$ cat config.mk
export PLATFORM = sky130hd
export DESIGN_NAME = fbhr_top
export DESIGN_NICKNAME = d
export VERILOG_FILES = /design/src/rtl/fbhr_pkg.sv /design/src/rtl/fbhr_cmd_decode.sv /design/src/rtl/fbhr_event_flags.sv /design/src/rtl/fbhr_pps_gen.sv /design/src/rtl/fbhr_top.sv
export SDC_FILE = /design/constraint.sdc
export NUM_CORES = 1
export LEC_CHECK = 0
export CAP_MARGIN = 20
export CORE_AREA = 10 10 225 227
export CTS_CLUSTER_SIZE = 25
export DETAILED_ROUTE_END_ITERATION = 6
export DIE_AREA = 0 0 235 237
export PLACE_DENSITY_LB_ADDON = 0.3
export SLEW_MARGIN = 20
export SYNTH_ARGS = -nofsm -noshare
export SYNTH_HDL_FRONTEND = slang
export SYNTH_SLANG_ARGS = --single-unit
$ cat constraint.sdc
create_clock -name clk -period 2.8 [get_ports clk]
set_clock_uncertainty 0.1 [all_clocks]
set_input_delay 0.56 -clock clk [delete_from_list [all_inputs] [get_ports clk]]
set_output_delay 0.56 -clock clk [all_outputs]
set_load 0.1 [all_outputs]
$ cat src/rtl/fbhr_pkg.sv
package fbhr_pkg;

    localparam int CMD_W    = 32;
    localparam int DATA_W   = 16;
    localparam int SLOT_W   = 5;

    // field positions inside the host command word
    localparam int BRD_LSB  = 27;
    localparam int REG_LSB  = 21;
    localparam int BLK_LSB  = 17;
    localparam int RO_BIT   = 16;

    typedef struct packed {
        logic [4:0]        board;
        logic [5:0]        reg_a;
        logic [1:0]        blk;
        logic              rd_only;
        logic [DATA_W-1:0] wval;
    } host_cmd_t;

    function automatic host_cmd_t split_cmd(input logic [CMD_W-1:0] w);
        host_cmd_t c;
        c.board   = w[BRD_LSB +: 5];
        c.reg_a   = w[REG_LSB +: 6];
        c.blk     = w[BLK_LSB +: 2];
        c.rd_only = w[RO_BIT];
        c.wval    = w[DATA_W-1:0];
        return c;
    endfunction

endpackage

$ cat src/rtl/fbhr_cmd_decode.sv
module fbhr_cmd_decode
    import fbhr_pkg::*;
#(
    parameter int BOARD_ID = 1,
    parameter int BLOCK_ID = 0
) (
    input  logic              cmd_valid,
    input  logic [CMD_W-1:0]  cmd_word,
    output logic              hit,
    output logic              wr_en,
    output logic              slot_ok,
    output logic [SLOT_W-1:0] slot,
    output logic [DATA_W-1:0] wval
);
    host_cmd_t c;

    always_comb begin
        c       = split_cmd(cmd_word);
        hit     = cmd_valid && (c.board == 5'(BOARD_ID)) && (c.blk == 2'(BLOCK_ID));
        wr_en   = hit && !c.rd_only;
        slot_ok = (c.reg_a[5] == 1'b0);
        slot    = c.reg_a[SLOT_W-1:0];
        wval    = c.wval;
    end
endmodule

$ cat src/rtl/fbhr_event_flags.sv
module fbhr_event_flags #(
    parameter int NEV = 3
) (
    input  logic           clk,
    input  logic           rst_n,
    input  logic [NEV-1:0] evt,
    input  logic           clr,
    output logic [NEV-1:0] flags
);
    typedef struct packed {
        logic [NEV-1:0] flg;
    } ev_state_t;

    ev_state_t st_q, st_d;

    always_comb begin
        st_d = st_q;
        // a clear never beats an event arriving in the same cycle
        st_d.flg = (clr ? '0 : st_q.flg) | evt;
    end

    always_ff @(posedge clk or negedge rst_n) begin
        if (!rst_n) st_q <= '0;
        else        st_q <= st_d;
    end

    assign flags = st_q.flg;


    evt_wins_chk: assert property (@(posedge clk) disable iff (!rst_n)
        (evt != '0) |=> ((flags & $past(evt)) == $past(evt)));


    clear_on_read_chk: assert property (@(posedge clk) disable iff (!rst_n)
        (clr && evt == '0) |=> (flags == '0));
endmodule

$ cat src/rtl/fbhr_pps_gen.sv
module fbhr_pps_gen #(
    parameter int PPS_PERIOD = 128_000_000
) (
    input  logic clk,
    input  logic rst_n,
    input  logic sync_en,
    input  logic ext_pps,
    output logic pps_out
);
    localparam int CW = (PPS_PERIOD > 1) ? $clog2(PPS_PERIOD) : 1;
    localparam logic [CW-1:0] LAST = CW'(PPS_PERIOD - 1);

    typedef struct packed {
        logic          s1;
        logic          s2;
        logic          s3;
        logic [CW-1:0] cnt;
        logic          pps;
    } pps_state_t;

    pps_state_t st_q, st_d;
    logic       ext_rise;
    logic       wrap;
    logic       realign;

    always_comb begin
        st_d     = st_q;
        ext_rise = st_q.s2 && !st_q.s3;
        wrap     = (st_q.cnt == LAST);
        realign  = sync_en && ext_rise;

        st_d.s1  = ext_pps;
        st_d.s2  = st_q.s1;
        st_d.s3  = st_q.s2;
        st_d.cnt = (wrap || realign) ? '0 : st_q.cnt + 1'b1;
        st_d.pps = wrap || realign;
    end

    always_ff @(posedge clk or negedge rst_n) begin
        if (!rst_n) st_q <= '0;
        else        st_q <= st_d;
    end

    assign pps_out = st_q.pps;


    pps_width_chk: assert property (@(posedge clk) disable iff (!rst_n)
        st_q.pps |=> !st_q.pps);


    nosync_free_chk: assert property (@(posedge clk) disable iff (!rst_n)
        (!sync_en && st_q.cnt != LAST) |=> !st_q.pps);


    sync_restart_chk: assert property (@(posedge clk) disable iff (!rst_n)
        (sync_en && st_q.s2 && !st_q.s3) |=> (st_q.pps && st_q.cnt == '0));
endmodule

$ cat src/rtl/fbhr_top.sv
module fbhr_top
    import fbhr_pkg::*;
#(
    parameter int NCH        = 16,
    parameter int PPS_PERIOD = 128_000_000,
    parameter int BOARD_ID   = 1,
    parameter int BLOCK_ID   = 0
) (
    input  logic                  clk,
    input  logic                  rst_n,
    input  logic                  cmd_valid,
    input  logic [CMD_W-1:0]      cmd_word,
    output logic [CMD_W-1:0]      rd_data,
    input  logic                  ovf_evt,
    input  logic                  pwr_rdy_evt,
    input  logic                  pwr_ovf_evt,
    input  logic [NCH*DATA_W-1:0] pwr_level,
    input  logic                  ext_pps,
    output logic [3:0]            mon_chan,
    output logic                  src_sel,
    output logic [9:0]            gen_freq,
    output logic [NCH*DATA_W-1:0] thr_level,
    output logic                  pps_out
);
    localparam int THR_BASE = 16;
    localparam int IW       = (NCH > 1) ? $clog2(NCH) : 1;

    typedef struct packed {
        logic [DATA_W-1:0]          ctrl;
        logic [NCH-1:0][DATA_W-1:0] thr;
        logic [CMD_W-1:0]           rd;
    } reg_state_t;

    reg_state_t st_q, st_d;

    logic              hit, wr_en, slot_ok, clr;
    logic [SLOT_W-1:0] slot;
    logic [DATA_W-1:0] wval;
    logic [2:0]        flags;
    logic [CMD_W-1:0]  rd_val;
    logic [IW-1:0]     tidx;
    logic              is_thr;
    logic [NCH-1:0][DATA_W-1:0] pwr_arr;

    assign pwr_arr = pwr_level;

    fbhr_cmd_decode #(.BOARD_ID(BOARD_ID), .BLOCK_ID(BLOCK_ID)) u_dec (
        .cmd_valid (cmd_valid),
        .cmd_word  (cmd_word),
        .hit       (hit),
        .wr_en     (wr_en),
        .slot_ok   (slot_ok),
        .slot      (slot),
        .wval      (wval)
    );

    assign clr = hit && slot_ok && (slot == '0);

    fbhr_event_flags #(.NEV(3)) u_flags (
        .clk   (clk),
        .rst_n (rst_n),
        .evt   ({pwr_ovf_evt, pwr_rdy_evt, ovf_evt}),
        .clr   (clr),
        .flags (flags)
    );

    fbhr_pps_gen #(.PPS_PERIOD(PPS_PERIOD)) u_pps (
        .clk     (clk),
        .rst_n   (rst_n),
        .sync_en (st_q.ctrl[5]),
        .ext_pps (ext_pps),
        .pps_out (pps_out)
    );

    always_comb begin
        st_d   = st_q;
        is_thr = slot_ok && (int'(slot) >= THR_BASE) && (int'(slot) < THR_BASE + NCH);
        tidx   = IW'(int'(slot) - THR_BASE);
        rd_val = '0;
        if (slot_ok && slot == '0)
            rd_val = {16'h0, flags[2], 4'h0, flags[1], flags[0], st_q.ctrl[8:0]};
        else if (is_thr)
            rd_val = {pwr_arr[tidx], st_q.thr[tidx]};

        if (cmd_valid) begin
            st_d.rd = hit ? rd_val : '0;
        end
        if (wr_en && slot_ok && slot == '0)
            st_d.ctrl = wval;
        if (wr_en && is_thr)
            st_d.thr[tidx] = wval;
    end

    always_ff @(posedge clk or negedge rst_n) begin
        if (!rst_n) st_q <= '0;
        else        st_q <= st_d;
    end

    assign rd_data   = st_q.rd;
    assign mon_chan  = st_q.ctrl[3:0];
    assign src_sel   = st_q.ctrl[4];
    assign gen_freq  = st_q.ctrl[15:6];
    assign thr_level = st_q.thr;


    ro_nowrite_chk: assert property (@(posedge clk) disable iff (!rst_n)
        (cmd_valid && cmd_word[RO_BIT]) |=> ($stable(st_q.ctrl) && $stable(st_q.thr)));


    foreign_zero_chk: assert property (@(posedge clk) disable iff (!rst_n)
        (cmd_valid && !hit) |=> (rd_data == '0));
endmodule

-- Word level (Yosys, flattened, before mapping)
Index checks and enable logic that the tools add are counted.
Widths: inputs -> output; s select.
- register bits after elaboration: 338
- latch bits: 0
- memory bits (writable): 0
- memory bits (read-only): 0
- input bits: 295
- output and inout bits: 304
- logic and storage cells: 63
- memories: 0
- add/subtract/negate cells: 2
- $mul: 0
- divide/modulo/power cells: 0
- $lt $le $gt $ge: 3
- equality and inequality tests: 2
- shift-type cells: 0
- multiplexer cells: 12
- bitwise operators: 2
- reduce and logical (&&, ||, !) cells: 18
- operators with widths (kind ; count):
    $bwmux 256 ; 1
    $bmux 16 s4 ; 2
    $mux 32 ; 3
    $demux 16 s4 ; 1
    $mux 16 ; 3
    $add 27x1->27 const B ; 1
    $eq 27x27->1 const B ; 1
    $mux 27 ; 1
    $logic_and 1x1->1 ; 13
    $eq 5x1->1 const B ; 1
    $ge 5x5->1 const B ; 1
    $logic_not 5->1 ; 1
    $lt 4x5->1 const B ; 1
    $ge 4x1->1 const B ; 1
    $sub 4x1->4 const B ; 1
    $mux 3 ; 1
    $or 3x3->3 ; 1
    $logic_not 1->1 ; 2
    $logic_not 2->1 ; 1
    $logic_or 1x1->1 ; 1
    $not 1->1 ; 1

-- Depth between registers and ports, before layout
- depth in word-level cells: 7
- mapped depth: 7
- gate-level depth less buffers: 5

-- Hierarchy
Synthesis repeated with hierarchy kept, for this count alone.
- cell total of the unflattened synthesis: 1518
- area, all modules: 19543.7 um^2
- modules (own cells, without submodules) (module ; times used ; cells each ; area an instance (um^2)):
    fbhr_top ; 1 ; 1323 ; 17653.2
    fbhr_pps_gen ; 1 ; 162 ; 1591.5
    fbhr_cmd_decode ; 1 ; 26 ; 197.7
    fbhr_event_flags ; 1 ; 7 ; 101.3

-- Worst setup path before layout
Ideal clock, no wire load.
- kind: input to register
- start: input cmd_word[26]
- end: register st_q (netlist bit thr_level[37])
- library setup time: 126 ps
- data arrival time: 2723 ps
- path slack: -149 ps
- cell stages on the path: 6
- path buffers: 2
- cells stage by stage: or4_4 > or4_1 > buf_6 > nor4_4 > buf_6 > mux2_2
- cells in the longest elaborated chain, start to end: 3
- ends and longest elaborated chain (item ; RTL line ; text):
    start: declaration ; fbhr_top.sv:12 ; input logic [CMD_W-1:0] cmd_word,
    $not 1->1 ; fbhr_cmd_decode.sv:21 ; slot_ok = (c.reg_a[5] == 1'b0);
    $logic_and 1x1->1 ; fbhr_top.sv:77 ; is_thr = slot_ok && (int'(slot) >= THR_BASE) && (int'(slot) < THR_BASE + NCH);
    $logic_and 1x1->1 ; fbhr_top.sv:90 ; if (wr_en && is_thr)
    end signal: assignment ; fbhr_top.sv:96 ; else st_q <= st_d;
    end: declaration ; fbhr_top.sv:34 ; reg_state_t st_q, st_d;
No other way between the ends.
A chain may end at the register's enable or synchronous reset.

-- Worst setup path in the final report
- start: input cmd_word[18]
- end: register st_q (netlist bit thr_level[252])
- cells in the longest elaborated chain, start to end: 4
- ends and longest elaborated chain (item ; RTL line ; text):
    $logic_not 2->1 ; fbhr_cmd_decode.sv:19 ; hit = cmd_valid && (c.board == 5'(BOARD_ID)) && (c.blk == 2'(BLOCK_ID));
    $logic_and 1x1->1 ; fbhr_cmd_decode.sv:19 ;
    $logic_and 1x1->1 ; fbhr_cmd_decode.sv:20 ; wr_en = hit && !c.rd_only;
    $logic_and 1x1->1 ; fbhr_top.sv:90 ;
No other way between the ends.

==> results.cfg <==
[route]
drcViolationCount = 0
routed_via_density = 5.72
routed_wl_um = 79000
routed.top_layer = met5
met2WireLength_um = 36500
drt-met1-wl_um = 34200
wl_per_cell_um = 32.7
first_pass_iters = 5
num_vias = 13800
drt_iter0_markers = 1181
wl_met3_um = 6680
ant_nets = 0

[logic_synthesis]
syn_area_per_cell_um2 = 15.1
synth.distinct_cells = 47
synth.net_count = 1433
synth_area_leaders = dfrtp_1 (49%), mux2_2 (20%), mux4_2 (17%)
synth-seq-cells = 338
ys_seq_area_share_pct = 49.2
synthCells = 1137
synth_edf_count = 0
syn-cell-area_um2 = 17200
synth_ff_type = dfrtp_1
synth_top_area_share_pct = 49.2
yosysTopAreaCell = dfrtp_1
synth_async_sr_flop_share_pct = 100
synth_warnings = 0

[sta]
maxClockFrequency_mhz = 359
finalCriticalPeriod_ns = 2.78
max-slew-margin-rel_pct = 41.2
max_slew.worst_pin.slew_ns = 0.879
fin_ws_ns = 0.0154
rsz0062_at_grt = no
finalMaxSlewViolations = 0
finalHoldViolCount = 0
final.setup.tns_ns = 0
setup-violations-final = 0
post-route-period-util_pct = 99.4

[layout]
final_cell_mix = buf_4 (342), dfrtp_1 (338), mux2_2 (285)
fin_nets = 2067
layout_commonest_cell = buf_4
drive_gt1_share_pct = 51.2
syn_to_final_growth_pct = 48.1
fillers = 3825
final_cells = 2411
register_area_um2 = 8460
multi_input_area_um2 = 8400
fin_area_um2 = 25500

[placement]
port_buffers = 596
dp.cells = 2313
dp_hpwl_um = 61300
place_area_um2 = 23700
gp_congestion = 1.10
place_ws_ns = -0.692

[power_and_ir_drop]
p_int_mw = 8.92
power_density_nw_per_um2 = 459
p_sw_mw = 2.76
power.total_mw = 11.7
pwr-share-comb_pct = 11.0
sequentialPowerShare_pct = 42.6
p_leak_nw = 11.9
swShare_pct = 23.7
vdd_drop_max_mv = 0.416
clock_power_share_pct = 46.5

[clock_network]
cts_max_level = 2
insertion_delay_ns = 0.56
cts_made_buffers = 40
cts.reportedPaths.clkPinSlew_ns = 0.06
cts_tree = done
cts-root-buf = clkbuf_16
cts.sinks = 338
cts_buffer_depth = 3

[grt]
grt_max_degree = 91
antenna_found_initial = 13
grt_pass1_vias = 14500
grt_overflow = 0
grt_usage_pct = 27.4
grt_pass1_wl_um = 112000

[worst_setup_path]
path_class = input port to flop
arrival_ns = 3.11
end_kind = flop
critPathMaxFanout = 7
cp.required_ns = 3.13
startpoint_type = input port

[status]
status = completed

[flow_run]
cap_violations = 0

[floorplan]
die-area_um2 = 55700
die-height_um = 237
core_um2 = 46200
boundaryPins = 599
rows = 79
start_util_pct = 37.3
die_width_um = 235

[min_path]
min_path_type = flop to flop
## layer usage
layer  vias to the layer above  GRT usage [%]
li1                       5683              -
met1                      7306           37.8
met2                       706           42.3
met3                        85           7.53
met4                         8           6.37
met5                         -              0
## worst max-delay path: stages
cell	delay [ns]
clkdlybuf4s50_1	0.43
or3b_4	0.43
or4_4	0.60
buf_12	0.15
buf_4	0.14
nor3_4	0.15
buf_12	0.16
buf_12	0.14
mux2_2	0.34
## logic make-up after synthesis
logic type | Yosys count | share of synthesized area (%)
flops | 338 | 49.2
buf+inv | 104 | 2.81
compound gates | 96 | 3.64
mux | 464 | 38.5
simple gates | 124 | 5.28
xor+xnor | 10 | 0.509
fa+ha+maj | 1 | 0.0727
## power groups by stage
stage / clock network (mW) / registers, mW / logic, mW
after global routing: 5.72 / 4.98 / 1.36
after CTS: 5.53 / 4.97 / 1.29
after global placement: 0 / 5.06 / 1.26
after detailed placement: 0 / 5.06 / 1.28
after floorplan: 0 / 5.09 / 0.471
final: 5.43 / 4.98 / 1.28
## through the flow
stage,hold slack [ns],utilization (%)
floorplan,0.164,-
global placement,0.244,51.3
detailed placement,0.248,51.3
CTS,0.264,55.2
global route,0.278,55.2
finish,0.259,55.2
## state kept, by name (all words and copies together), names as in the netlist
signal	flops
gen_freq	10
mon_chan	4
thr_level	256
u_pps.st_q	28
u_pps.pps_out	1
rd_data	32
src_sel	1
u_flags.flags	3
u_pps.st_d	2
st_q	1
## repair_timing
action                                 in CTS  in global routing
pin swaps                                   9                  6
hold buffers                                1                  0
setup endpoints to repair                 250                 77
gates resized for setup                    50                  2
cloned                                      5                  0
endpoints found under the hold margin      27                  0
buffers inserted                           17                  0
## synth_stat cells (3+ instances only)
library cell,instances
clkbuf_1,52
xor2_1,7
xnor2_1,3
buf_4,15
dfrtp_1,338
nor2b_1,12
nor3_4,4
nor3_1,3
and4_1,3
nor3_2,4
mux4_2,128
or4_1,13
nor2_1,17
o31ai_1,10
and3_1,4
nand3_1,11
o21ai_0,34
a21oi_1,14
o21bai_1,3
or3_1,6
buf_2,12
nor4_4,8
buf_1,12
and2_1,3
a22oi_1,18
a221oi_1,10
nand4_1,8
buf_6,3
mux2_2,304
inv_1,10
mux2i_1,32
or2_2,3
nand2b_1,3
nand2_1,12
## layout make-up
class	count	share of cell area [%]
diodes	4	0.0393
clock buffers	59	4.65
clock inverters	12	0.722
inverters	10	0.147
multi-input cells	696	33.0
flip-flops and latches	338	33.2
well taps	607	2.98
repair buffers	685	25.3
## path summary, 6_finish.rpt
path	start	end	slack, ns	depth (start not counted)
max reg2reg	u_pps.st_q[3]	u_pps.st_q[22]	0.81	4
min in group asynchronous	rst_n	thr_level[84]	0.37	2
max	cmd_word[18]	thr_level[252]	0.02	9
min	u_pps.st_d[29]	u_pps.st_d[28]	0.26	0
max in group asynchronous	rst_n	u_pps.st_q[3]	1.39	4
min reg2reg	u_pps.st_d[29]	u_pps.st_d[28]	0.26	0
(Power assumes the default switching activity.)
